## src/rtl/fskPkg.sv

```systemverilog
package fskPkg;

  // Strobes from the sequencer to the datapath, one set per clock
  typedef struct packed {
    logic clearOut;   // generator idle: force the coil to short
    logic emit;       // present sampleVal on the output this clock
    logic sampleVal;  // waveform value for the current position
    logic frameFirst; // current position is sample 0 of the frame
    logic latchId;    // capture a fresh identifier
    logic shiftId;    // a data bit has been fully sent
  } seqStrobes_t;

  function automatic int frameLen(int idBits, int bitsPerNib, int sofGroups,
                                  int sofLong, int shortLen, int longLen);
    return (sofGroups - sofLong) * shortLen + sofLong * longLen
         + (idBits / bitsPerNib) * shortLen + idBits * (shortLen + longLen);
  endfunction

endpackage

```

## src/rtl/fskSequencer.sv

```systemverilog
module fskSequencer
  import fskPkg::*;
#(
  parameter int ID_BITS      = 44,
  parameter int BITS_PER_NIB = 4,
  parameter int SHORT_PER    = 8,
  parameter int SHORT_HIGH   = 2,
  parameter int SHORT_REPS   = 6,
  parameter int LONG_PER     = 10,
  parameter int LONG_HIGH    = 3,
  parameter int LONG_REPS    = 5,
  parameter int SOF_GROUPS   = 8,
  parameter logic [SOF_GROUPS-1:0] SOF_KINDS = 8'hB8
) (
  input  logic        clk,
  input  logic        rst_n,
  input  logic        enable,
  input  logic        carrierTick,
  input  logic        idMsb,
  output seqStrobes_t strobes
);
  localparam int PH_MAX  = (SHORT_PER > LONG_PER) ? SHORT_PER : LONG_PER;
  localparam int PH_W    = $clog2(PH_MAX);
  localparam int REP_MAX = (SHORT_REPS > LONG_REPS) ? SHORT_REPS : LONG_REPS;
  localparam int REP_W   = $clog2(REP_MAX);
  localparam int SOF_W   = $clog2(SOF_GROUPS);
  localparam int NIBBLES = ID_BITS / BITS_PER_NIB;
  localparam int NIB_W   = $clog2(NIBBLES);
  localparam int SLOTS   = 2 * BITS_PER_NIB + 1; // filler + two halves per bit
  localparam int SLOT_W  = $clog2(SLOTS);

  logic [PH_W-1:0]   phase;
  logic [REP_W-1:0]  rep;
  logic              inSof;
  logic [SOF_W-1:0]  sofIdx;
  logic [SLOT_W-1:0] slot;
  logic [NIB_W-1:0]  nib;

  logic kindLong, lastPhase, lastRep, groupEnd, atFrameStart, step, sampleVal;

  // Group kind at the current position
  always_comb begin
    if (inSof)            kindLong = SOF_KINDS[sofIdx];
    else if (slot == '0)  kindLong = 1'b0;
    else if (slot[0])     kindLong = idMsb;   // first half carries the bit
    else                  kindLong = ~idMsb;  // second half its complement
  end

  // Sub-pattern shape
  always_comb begin
    if (kindLong) begin
      lastPhase = (phase == PH_W'(LONG_PER - 1));
      lastRep   = (rep == REP_W'(LONG_REPS - 1));
      sampleVal = (phase < PH_W'(LONG_HIGH));
    end else begin
      lastPhase = (phase == PH_W'(SHORT_PER - 1));
      lastRep   = (rep == REP_W'(SHORT_REPS - 1));
      sampleVal = (phase < PH_W'(SHORT_HIGH));
    end
  end

  assign groupEnd     = lastPhase && lastRep;
  assign step         = enable && carrierTick;
  assign atFrameStart = inSof && (sofIdx == '0) && (phase == '0) && (rep == '0);

  always_comb begin
    strobes            = '0;
    strobes.clearOut   = ~enable;
    strobes.emit       = step;
    strobes.sampleVal  = sampleVal;
    strobes.frameFirst = step && atFrameStart;
    strobes.latchId    = step && atFrameStart;
    strobes.shiftId    = step && groupEnd && !inSof && (slot != '0) && !slot[0];
  end

  always_ff @(posedge clk) begin
    if (!rst_n || !enable) begin
      phase  <= '0;
      rep    <= '0;
      inSof  <= 1'b1;
      sofIdx <= '0;
      slot   <= '0;
      nib    <= '0;
    end else if (carrierTick) begin
      if (lastPhase) begin
        phase <= '0;
        rep   <= lastRep ? '0 : rep + 1'b1;
      end else begin
        phase <= phase + 1'b1;
      end
      if (groupEnd) begin
        if (inSof) begin
          if (sofIdx == SOF_W'(SOF_GROUPS - 1)) begin
            inSof <= 1'b0;
            slot  <= '0;
            nib   <= '0;
          end else begin
            sofIdx <= sofIdx + 1'b1;
          end
        end else if (slot == SLOT_W'(SLOTS - 1)) begin
          slot <= '0;
          if (nib == NIB_W'(NIBBLES - 1)) begin
            nib    <= '0;
            inSof  <= 1'b1;      // wrap to the marker
            sofIdx <= '0;
          end else begin
            nib <= nib + 1'b1;
          end
        end else begin
          slot <= slot + 1'b1;
        end
      end
    end
  end

endmodule

```

## src/rtl/fskDatapath.sv

```systemverilog
module fskDatapath
  import fskPkg::*;
#(
  parameter int ID_BITS = 44
) (
  input  logic               clk,
  input  logic               rst_n,
  input  seqStrobes_t        strobes,
  input  logic [ID_BITS-1:0] tagId,
  output logic               idMsb,
  output logic               modOut,
  output logic               frameStart
);
  logic [ID_BITS-1:0] idReg;

  assign idMsb = idReg[ID_BITS-1];

  always_ff @(posedge clk) begin
    if (!rst_n) begin
      idReg      <= '0;
      modOut     <= 1'b0;
      frameStart <= 1'b0;
    end else begin
      frameStart <= strobes.frameFirst;
      if (strobes.clearOut)  modOut <= 1'b0;
      else if (strobes.emit) modOut <= strobes.sampleVal;
      if (strobes.latchId)       idReg <= tagId;
      else if (strobes.shiftId)  idReg <= {idReg[ID_BITS-2:0], 1'b0};
    end
  end

endmodule

```

## src/rtl/fskTagGen.sv

```systemverilog
module fskTagGen
  import fskPkg::*;
#(
  parameter int ID_BITS      = 44,
  parameter int BITS_PER_NIB = 4,
  parameter int SHORT_PER    = 8,
  parameter int SHORT_HIGH   = 2,
  parameter int SHORT_REPS   = 6,
  parameter int LONG_PER     = 10,
  parameter int LONG_HIGH    = 3,
  parameter int LONG_REPS    = 5,
  parameter int SOF_GROUPS   = 8,
  parameter logic [SOF_GROUPS-1:0] SOF_KINDS = 8'hB8
) (
  input  logic               clk,
  input  logic               rst_n,
  input  logic               enable,
  input  logic               carrierTick,
  input  logic [ID_BITS-1:0] tagId,
  output logic               modOut,
  output logic               frameStart
);
  seqStrobes_t strobes;
  logic        idMsb;

  fskSequencer #(
    .ID_BITS(ID_BITS), .BITS_PER_NIB(BITS_PER_NIB),
    .SHORT_PER(SHORT_PER), .SHORT_HIGH(SHORT_HIGH), .SHORT_REPS(SHORT_REPS),
    .LONG_PER(LONG_PER), .LONG_HIGH(LONG_HIGH), .LONG_REPS(LONG_REPS),
    .SOF_GROUPS(SOF_GROUPS), .SOF_KINDS(SOF_KINDS)
  ) seq (
    .clk(clk), .rst_n(rst_n), .enable(enable), .carrierTick(carrierTick),
    .idMsb(idMsb), .strobes(strobes)
  );

  fskDatapath #(.ID_BITS(ID_BITS)) dp (
    .clk(clk), .rst_n(rst_n), .strobes(strobes), .tagId(tagId),
    .idMsb(idMsb), .modOut(modOut), .frameStart(frameStart)
  );

endmodule

```

## config.mk

```make
export PLATFORM = sky130hd
export DESIGN_NAME = fskTagGen
export DESIGN_NICKNAME = d
export VERILOG_FILES = /design/src/rtl/fskPkg.sv /design/src/rtl/fskSequencer.sv /design/src/rtl/fskDatapath.sv /design/src/rtl/fskTagGen.sv
export SDC_FILE = /design/constraint.sdc
export NUM_CORES = 1
export LEC_CHECK = 0
export BUFFER_PORTS_ARGS = -buffer_cell sky130_fd_sc_hd__buf_4
export CORE_ASPECT_RATIO = 1.75
export CORE_UTILIZATION = 50
export CTS_BUF_LIST = sky130_fd_sc_hd__clkbuf_4
export CTS_CLUSTER_SIZE = 20
export DETAILED_ROUTE_END_ITERATION = 7
export PLACE_DENSITY = 0.81
export RECOVER_POWER = 50
export SLEW_MARGIN = 10
export SYNTH_ARGS = -nofsm -noshare
export SYNTH_HDL_FRONTEND = slang
export SYNTH_SLANG_ARGS = --single-unit
```

## constraint.sdc

```tcl
create_clock -name clk -period 2.9 [get_ports clk]
set_input_delay 0.435 -clock clk [delete_from_list [all_inputs] [get_ports clk]]
set_output_delay 0.435 -clock clk [all_outputs]
set_load 0.03 [all_outputs]
```

Yosys cells after proc, flatten, opt, wreduce, memory -nomap -nowiden
Memories as Yosys holds them, arrays and structs flattened. A register that Yosys moved wholly into a read port is not among the register bits.
Cells that the tools add are included.
{"block": "classes", "muxes": 27, "n_eq_ne": 9, "n_addsub": 5, "magnitude_cmp": 3, "bitwise": 1, "n_reduce_logical": 29}
{"cell": "$mux 44", "n": 2}
{"cell": "$mux 4", "n": 7}
{"cell": "$mux 3", "n": 7}
{"cell": "$add 4x1->4 const B", "n": 3}
{"cell": "$eq 4x4->1 const B", "n": 3}
{"cell": "$mux 1", "n": 11}
{"cell": "$logic_and 1x1->1", "n": 10}
{"cell": "$eq 3x3->1 const B", "n": 3}
{"cell": "$logic_not 4->1", "n": 2}
{"cell": "$lt 4x2->1 const B", "n": 2}
{"cell": "$add 3x1->3 const B", "n": 2}
{"cell": "$logic_not 3->1", "n": 2}
{"cell": "$reduce_and 2->1", "n": 3}
{"cell": "$reduce_bool 2->1", "n": 3}
{"cell": "$reduce_and 5->1", "n": 1}
{"cell": "$eq 4x3->1 const B", "n": 1}
{"cell": "$logic_not 1->1", "n": 4}
{"cell": "$lt 3x4->1 const B", "n": 1}
{"cell": "$ne 2x2->1 const B", "n": 2}
{"cell": "$reduce_and 4->1", "n": 1}
{"cell": "$reduce_bool 4->1", "n": 1}
{"cell": "$reduce_and 3->1", "n": 1}
{"cell": "$logic_or 1x1->1", "n": 1}
{"cell": "$not 1->1", "n": 1}
{"block": "totals", "ff_bits": 65, "out_inout_bits": 2, "memories": 1, "elab_cells": 84, "inputBits": 48, "rom_bits": 8}
{"name": "(no name shown)", "depth": 8, "width": 1, "rd": 1, "rd_clocked_by_memory_dff": 1, "write_ports": 0, "line": "fskSequencer.sv:43", "rtl": "if (inSof) kindLong = SOF_KINDS[sofIdx];"}

Longest topological paths before layout
Gate-level depths: netlist of run 1.
{"block": "logic_depth", "word_depth": 12, "mapped_depth": 10}

By module
Synthesis of run 1 repeated with hierarchy kept, for this count alone.
{"block": "hier_totals", "hier_cells": 371, "hier_area_um2": 3838.7}
{"module": "fskDatapath", "n_inst": 1, "area_each_um2": 2411.1, "cells_per_inst": 200}
{"module": "fskSequencer", "n_inst": 1, "area_each_um2": 1427.6, "cells_per_inst": 171}

Worst setup path after synthesis of run 1
No wires, ideal clock.
{"block": "synth_path", "path_kind": "reg-to-reg", "startpoint": "register seq.slot[0]", "endpoint": "register seq.inSof", "required_ps": 2780, "setup_ps": 120, "slack_ps": 839, "stages_incl_launch_ff": 10, "arrival_ps": 1941, "n_path_buf": 2, "period_less_slack_ps": 2061, "path_cell_list": "dfxtp_1 > inv_1 > ha_1 > nor4b_2 > a211oi_2 > buf_4 > mux2i_1 > buf_2 > nor2_2 > a211o_1"}
{"block": "synth_via", "elab_chain_cells": 6}
{"element": "start, declared", "line": "fskSequencer.sv:36", "rtl": "logic [SLOT_W-1:0] slot;"}
{"element": "start signal, assigned", "line": "fskSequencer.sv:110", "rtl": "slot <= slot + 1'b1;"}
{"element": "$logic_not 4->1 or $mux 1 (tied branches)", "line": "fskSequencer.sv:44, fskSequencer.sv:45"}
{"element": "$mux 1", "line": "fskSequencer.sv:44", "rtl": "else if (slot == '0) kindLong = 1'b0;"}
{"element": "$mux 1", "line": "fskSequencer.sv:43"}
{"element": "$mux 1", "line": "fskSequencer.sv:51", "rtl": "if (kindLong) begin"}
{"element": "$logic_and 1x1->1", "line": "fskSequencer.sv:62", "rtl": "assign groupEnd = lastPhase && lastRep;"}
{"element": "$reduce_and 2->1 (no source line)"}
{"element": "end signal, assigned", "line": "fskSequencer.sv:80", "rtl": "inSof <= 1'b1;"}
{"element": "end signal, assigned", "line": "fskSequencer.sv:94", "rtl": "inSof <= 1'b0;"}
{"element": "end signal, assigned", "line": "fskSequencer.sv:104", "rtl": "inSof <= 1'b1;"}
{"element": "end, declared", "line": "fskSequencer.sv:34", "rtl": "logic inSof;"}
Several ways; a longest one is shown, not always the timed one.
A chain may end at the register's enable or synchronous reset.

Final worst setup path of run 1
{"block": "layout_path", "startpoint": "register seq.slot[0]", "endpoint": "register seq.rep[2]"}
{"block": "layout_via", "elab_chain_cells": 5}
{"element": "$logic_not 4->1 or $mux 1 (tied branches)", "line": "fskSequencer.sv:44, fskSequencer.sv:45"}
{"element": "$mux 1 *", "line": "fskSequencer.sv:44"}
{"element": "$mux 1 *", "line": "fskSequencer.sv:43"}
{"element": "$mux 1", "line": "fskSequencer.sv:51"}
{"element": "$mux 3 or $reduce_and 2->1 (tied branches)"}
{"element": "end signal, assigned", "line": "fskSequencer.sv:87", "rtl": "rep <= lastRep ? '0 : rep + 1'b1;"}
{"element": "end, declared", "line": "fskSequencer.sv:33", "rtl": "logic [REP_W-1:0] rep;"}
Mark *: on every way between the ends. The rest lies on a longest branch, timed or not.

==> out/metrics.cfg, run 1 <==
[drt]
ant_nets=0
vias=2987
dr.pass1.iters=4
drt-total-wl_um=6972
drtIter0Drc=244
vias_per_cell=5.604
routedWlPerCell_um=13.08
drc=0

[pwr]
power.switching_w=0.0003991
power_frac_seq=0.569
pwr-share-clk=0.346
p_int_w=0.001282
power.density_nw_per_um2=445.6
cellLeakagePower_nw=1.319
switching_share=0.2374
power_w=0.001681
p_comb_frac=0.084
peakVddDrop_uv=266.2

[timing]
max_freq_ghz=0.3869
fin_setup_tns_ns=0
fin_skew_ns=0.01725
tightest_slew_ns=0.8568
fin_crit_ns=2.584
maxSlewHeadroom=0.4235
finalHoldViolations=0
slew_violations=0
rsz0062_at_grt=no
finalCritPeriodShare=0.8912
setup_violations=0

[setup_path]
setup.worst_path.start_class=flop
slowest_stage=dfxtp_1
critPathMaxStageDelay_ns=0.46
worstPathArrival_ns=2.93
r2r_setup_slack_ns=0.32
crit_type=reg -> reg
crit_fanout=8
required_ns=3.25
path_cells=inv_1 -> ha_1 -> nor4b_1 -> a211oi_2 -> clkbuf_1 -> mux2_2 -> or3_1 -> a21oi_1
r2r_cells=8
end_kind=flop

[finish]
fin_util=0.5813
instances_no_fill=533
area_growth_pct=13.26
seq_area_um2=1321
fill_cells=598
fin_nets=506
final_common_cell=nand2_1
layout_common_cells=nand2_1, dfxtp_1, nand3_1, buf_4, o211ai_1
multi_input_area_um2=1783
n_antenna_cell=0
drive_above_1_share=0.1619

[outcome]
status=complete, no violations

[global_route]
grt_use_total=0.2221
grt_pass1_vias=2942
grt_max_degree=87
antenna_found_initial=0
grt_pass1_wl_um=12260
grt-ovfl-total=0

[clock_network]
numCtsBuffers=9
ctsResizeCount=0
cts.clk_slew.worst_paths_ns=0.11
post-cts-setup-buffers=0
cts_tree=done
cts_max_level=3
clkSinkCount=66
postCtsHoldBufs=0
clock_latency_ns=0.41
cts_buffer_depth=2
cts_root_buffer=clkbuf_4

[synthesis]
avgSynthCellArea_um2=8.084
async_reset_ff_frac=0
ys_ff_latch=66
yosysTopAreaCellShare=0.3967
netlist_instances=412
syn_nets=471
synthDistinctLibCells=45
syn_area_um2=3331
ys_seq_area_frac=0.3967
synth-edff-count=0
synth_largest_area_cell=dfxtp_1
synth-main-ff-cell=dfxtp_1
yosysWarningCount=0
synthTopCellsByArea=dfxtp_1, nand2_1, o211ai_1

[floorplanning]
std_cell_rows=39
ios=50
core_area_um2=6490
initial_utilization=0.5132
die_w_um=63.70
die_area_um2=7005
fp.dieH_um=110.0

[placed_design]
place_hpwl_um=4847
gp_congestion=0.8222
dpl.cell_count=518
numPortBuffers=49

[flow_run]
cap_viol_max_count=0

[hold_path]
min_path_cells=3
hp-class=in -> reg

## area by class of cell
type                       count  area share
multi-input combinational    303      0.4726
sequential                    66      0.3502
timing repair buffer          54      0.1035
tap                           82     0.02720
clock buffer                  11     0.02189
inverter                      13     0.01294
clock inverter                 4     0.01161
## power groups by stage
stage | logic [W] | clock network (W) | registers [W]
CTS | 0.000145 | 0.000600 | 0.000957
finish | 0.000142 | 0.000582 | 0.000957
detailed placement | 0.000144 | 0 | 0.000978
global placement | 0.000140 | 0 | 0.000978
global route | 0.000159 | 0.000647 | 0.000962
floorplan | 0.0000806 | 0 | 0.000975
## synth_stat cells, drive strengths merged (5+ instances only)
| library cell | n |
|---|---|
| nand2 | 103 |
| dfxtp | 66 |
| nand3 | 50 |
| o211ai | 47 |
| buf | 23 |
| nor2 | 16 |
| inv | 13 |
| a21oi | 12 |
| ha | 11 |
| mux2i | 8 |
| clkbuf | 7 |
| mux2 | 5 |
| o21ai | 5 |
## state kept, by name, summed over array words and instances (netlist names), named ones only
name and count:
seq.phase 4, dp.idReg 44, seq.slot 4, seq.nib 4
seq.sofIdx 3, dp.modOut 1, seq.inSof 1, seq.rep 3
dp.frameStart 1
## logic make-up (layout without fill, tap and decap cells)
| family | Yosys count | after routing | synth area share |
|---|---|---|---|
| compound gates | 76 | 76 | 0.1630 |
| xor+xnor | 3 | 3 | 0.007890 |
| fa+ha+maj | 11 | 11 | 0.04132 |
| buf+inv | 43 | 82 | 0.06462 |
| flops | 66 | 66 | 0.3967 |
| mux | 13 | 13 | 0.04207 |
| simple gates | 200 | 200 | 0.2844 |
## worst max-delay path: cells and delay by family, from the launching register on
kind | cells | cell delay (ns)
AO/OA/AOI/OAI | 2 | 0.50
adder cells (fa/ha/maj) | 1 | 0.22
buffers and inverters | 2 | 0.46
flip-flops | 1 | 0.46
multiplexers | 1 | 0.39
AND/OR/NAND/NOR | 2 | 0.50
## routing by layer
| metal | GRT usage | vias up | routed length (um) |
|---|---|---|---|
| met4 | 0.1055 | 0 | 156 |
| met2 | 0.4035 | 58 | 3661 |
| met5 | 0 | - | 0 |
| met1 | 0.2357 | 1394 | 2863 |
| li1 | - | 1521 | - |
| met3 | 0.05761 | 14 | 291 |
## through the flow
stage	hold slack (ns)	cell area, um2	setup slack, ns
4_1_cts	0.2198	3806	0.3060
2_1_floorplan	0.4539	3331	0.8393
3_3_place_gp	0.4457	3680	0.4681
6_report	0.2456	3772	0.3155
5_1_grt	0.2164	3772	0.09461
3_5_place_dp	0.4553	3680	0.3434
## worst paths after layout
check | to | start
max | seq.rep[2] | seq.slot[0]
min | dp.idReg[13] | tagId[13]
max reg2reg | seq.rep[2] | seq.slot[0]
min reg2reg | dp.modOut | dp.modOut
Note: power is estimated with default switching activity, not from simulation.
==> run 2, diff against run 1 <==
--- a/config.mk
+++ b/config.mk
@@ -11,6 +11,7 @@
 export CTS_BUF_LIST = sky130_fd_sc_hd__clkbuf_4
 export CTS_CLUSTER_SIZE = 20
 export DETAILED_ROUTE_END_ITERATION = 7
+export MAX_ROUTING_LAYER = met4
 export PLACE_DENSITY = 0.81
 export RECOVER_POWER = 50
 export SLEW_MARGIN = 10
==> run 2 against run 1 <==
  * Worst hold slack lost 0.0091 ns
  * Global-route usage is 0.61 points higher
  * Sequential share of layout area did not move
  * Setup slack got worse by 0.0022 ns
  * Design area unchanged
  * Sequential power about the same
  * Clock power grew 1%
  * Via count grew 0.10%
  * Clock skew rose by 0.0018 ns
  * Largest power group unchanged
==> out/metrics.cfg, run 2 (synthesis gave the netlist of run 1 again) <==
[floorplanning]
std_cell_rows=39
die_w_um=63.70
ios=50
initial_utilization=0.5132
fp.dieH_um=110.0
core_area_um2=6490
die_area_um2=7005

[drt]
routedWlPerCell_um=13.12
ant_nets=0
top_layer_used=met4
dr.pass1.iters=5
drtIter0Drc=234
drt-total-wl_um=6994
wl_met2_um=3696
vias=2990
drt-met1-wl_um=2859
vias_per_cell=5.610
drc=0
dr_wl_met3_um=264

[finish]
largest_reg_flops=44
fin_nets=506
n_antenna_cell=0
multi_input_area_um2=1783
fill_cells=598
seq_area_um2=1321
largest-register=dp.idReg
final_common_cell=nand2_1
layout_common_cells=nand2_1, dfxtp_1, nand3_1, buf_4, o211ai_1
drive_above_1_share=0.1619
area_growth_pct=13.26

[clock_network]
postCtsHoldBufs=0
clock_latency_ns=0.41
cts_tree=done
post-cts-setup-buffers=0
numCtsBuffers=9
clkSinkCount=66
cts_root_buffer=clkbuf_4
cts.clk_slew.worst_paths_ns=0.11
cts_buffer_depth=2
cts_max_level=3
ctsResizeCount=0

[timing]
slew_violations=0
fin_setup_tns_ns=0
finalCritPeriodShare=0.8920
rsz0062_at_grt=no
finalHoldViolations=0
setup_violations=0
tightest_slew_ns=0.8569
fin_skew_ns=0.01903
maxSlewHeadroom=0.4235
fin_crit_ns=2.587
max_freq_ghz=0.3866

[setup_path]
path_cells=inv_1 -> ha_1 -> nor4b_1 -> a211oi_2 -> clkbuf_1 -> mux2_2 -> or3_1 -> a21oi_1
path_buf_inv=2
crit_type=reg -> reg
setup.worst_path.start_class=flop
slowest_stage=dfxtp_1
timing.rr.start=seq.slot[0]
rr_endpoint=seq.rep[2]
critPathMaxStageDelay_ns=0.46
worstPathArrival_ns=2.94
crit_fanout=8
r2r_setup_slack_ns=0.31
required_ns=3.25
end_kind=flop
crit_family=simple AND/OR/NAND/NOR gates
r2r_cells=8

[hold_path]
min_path_cells=3
hold_end=dp.idReg[20]
hp-class=in -> reg
min_from=tagId[20]

[global_route]
grt_max_degree=87
grt_use_total=0.2282
antenna_found_initial=0
grt-ovfl-total=0
grt_pass1_vias=2940
grt_pass1_wl_um=12250

[pwr]
power.density_nw_per_um2=447.2
peakVddDrop_uv=266.5
power_w=0.001687
cellLeakagePower_nw=1.319

[placed_design]
place_hpwl_um=4847
gp_congestion=0.8346
numPortBuffers=49

[outcome]
status=complete, no violations

[flow_run]
cap_viol_max_count=0

[run 2: layout make-up]
| type | instances | area share |
|---|---|---|
| clock buffers | 11 | 0.02189 |
| well taps | 82 | 0.02720 |
| repair buffers | 54 | 0.1035 |
| flip-flops and latches | 66 | 0.3502 |
| clock inverters | 4 | 0.01161 |
| inverters | 13 | 0.01294 |
| multi-input cells | 303 | 0.4726 |
[run 2: power by group]
part           internal [W]  leakage (nW)  switching [W]  total [W]
Sequential         0.000939         0.537      0.0000180   0.000957
Clock              0.000273        0.0741       0.000316   0.000588
Combinational     0.0000700         0.708      0.0000715   0.000142
[run 2: worst max-delay path by stage]
stage,startpoint,end,cells after the start
floorplan,seq.slot[0],seq.inSof,9
global placement,seq.slot[0],seq.inSof,7
detailed placement,seq.slot[0],seq.inSof,7
CTS,seq.slot[0],dp.idReg[31],8
global route,seq.slot[0],seq.inSof,7
finish,seq.slot[0],seq.rep[2],8
[run 2: metrics by stage]
step	area [um2]	cells	hold WS (ns)	setup slack, ns	util
floorplan	3331	412	0.4539	0.8393	-
global placement	3680	518	0.4457	0.4681	0.5670
detailed placement	3680	518	0.4553	0.3434	0.5670
CTS	3806	533	0.2198	0.3060	0.5865
global route	3772	533	0.2204	0.09921	0.5813
finish	3772	533	0.2365	0.3133	0.5813
[run 2: worst reg2reg max path, cell delays in order, from the launching register on]
cell,delay (ns)
dfxtp_1,0.46
inv_1,0.08
ha_1,0.22
nor4b_1,0.16
a211oi_2,0.36
clkbuf_1,0.38
mux2_2,0.39
or3_1,0.34
a21oi_1,0.14
[run 2: routing by layer]
metal,vias to the layer above,global-route usage
li1,1520,-
met1,1394,0.2364
met2,62,0.4027
met3,14,0.04733
met4,0,0.1201
met5,-,-
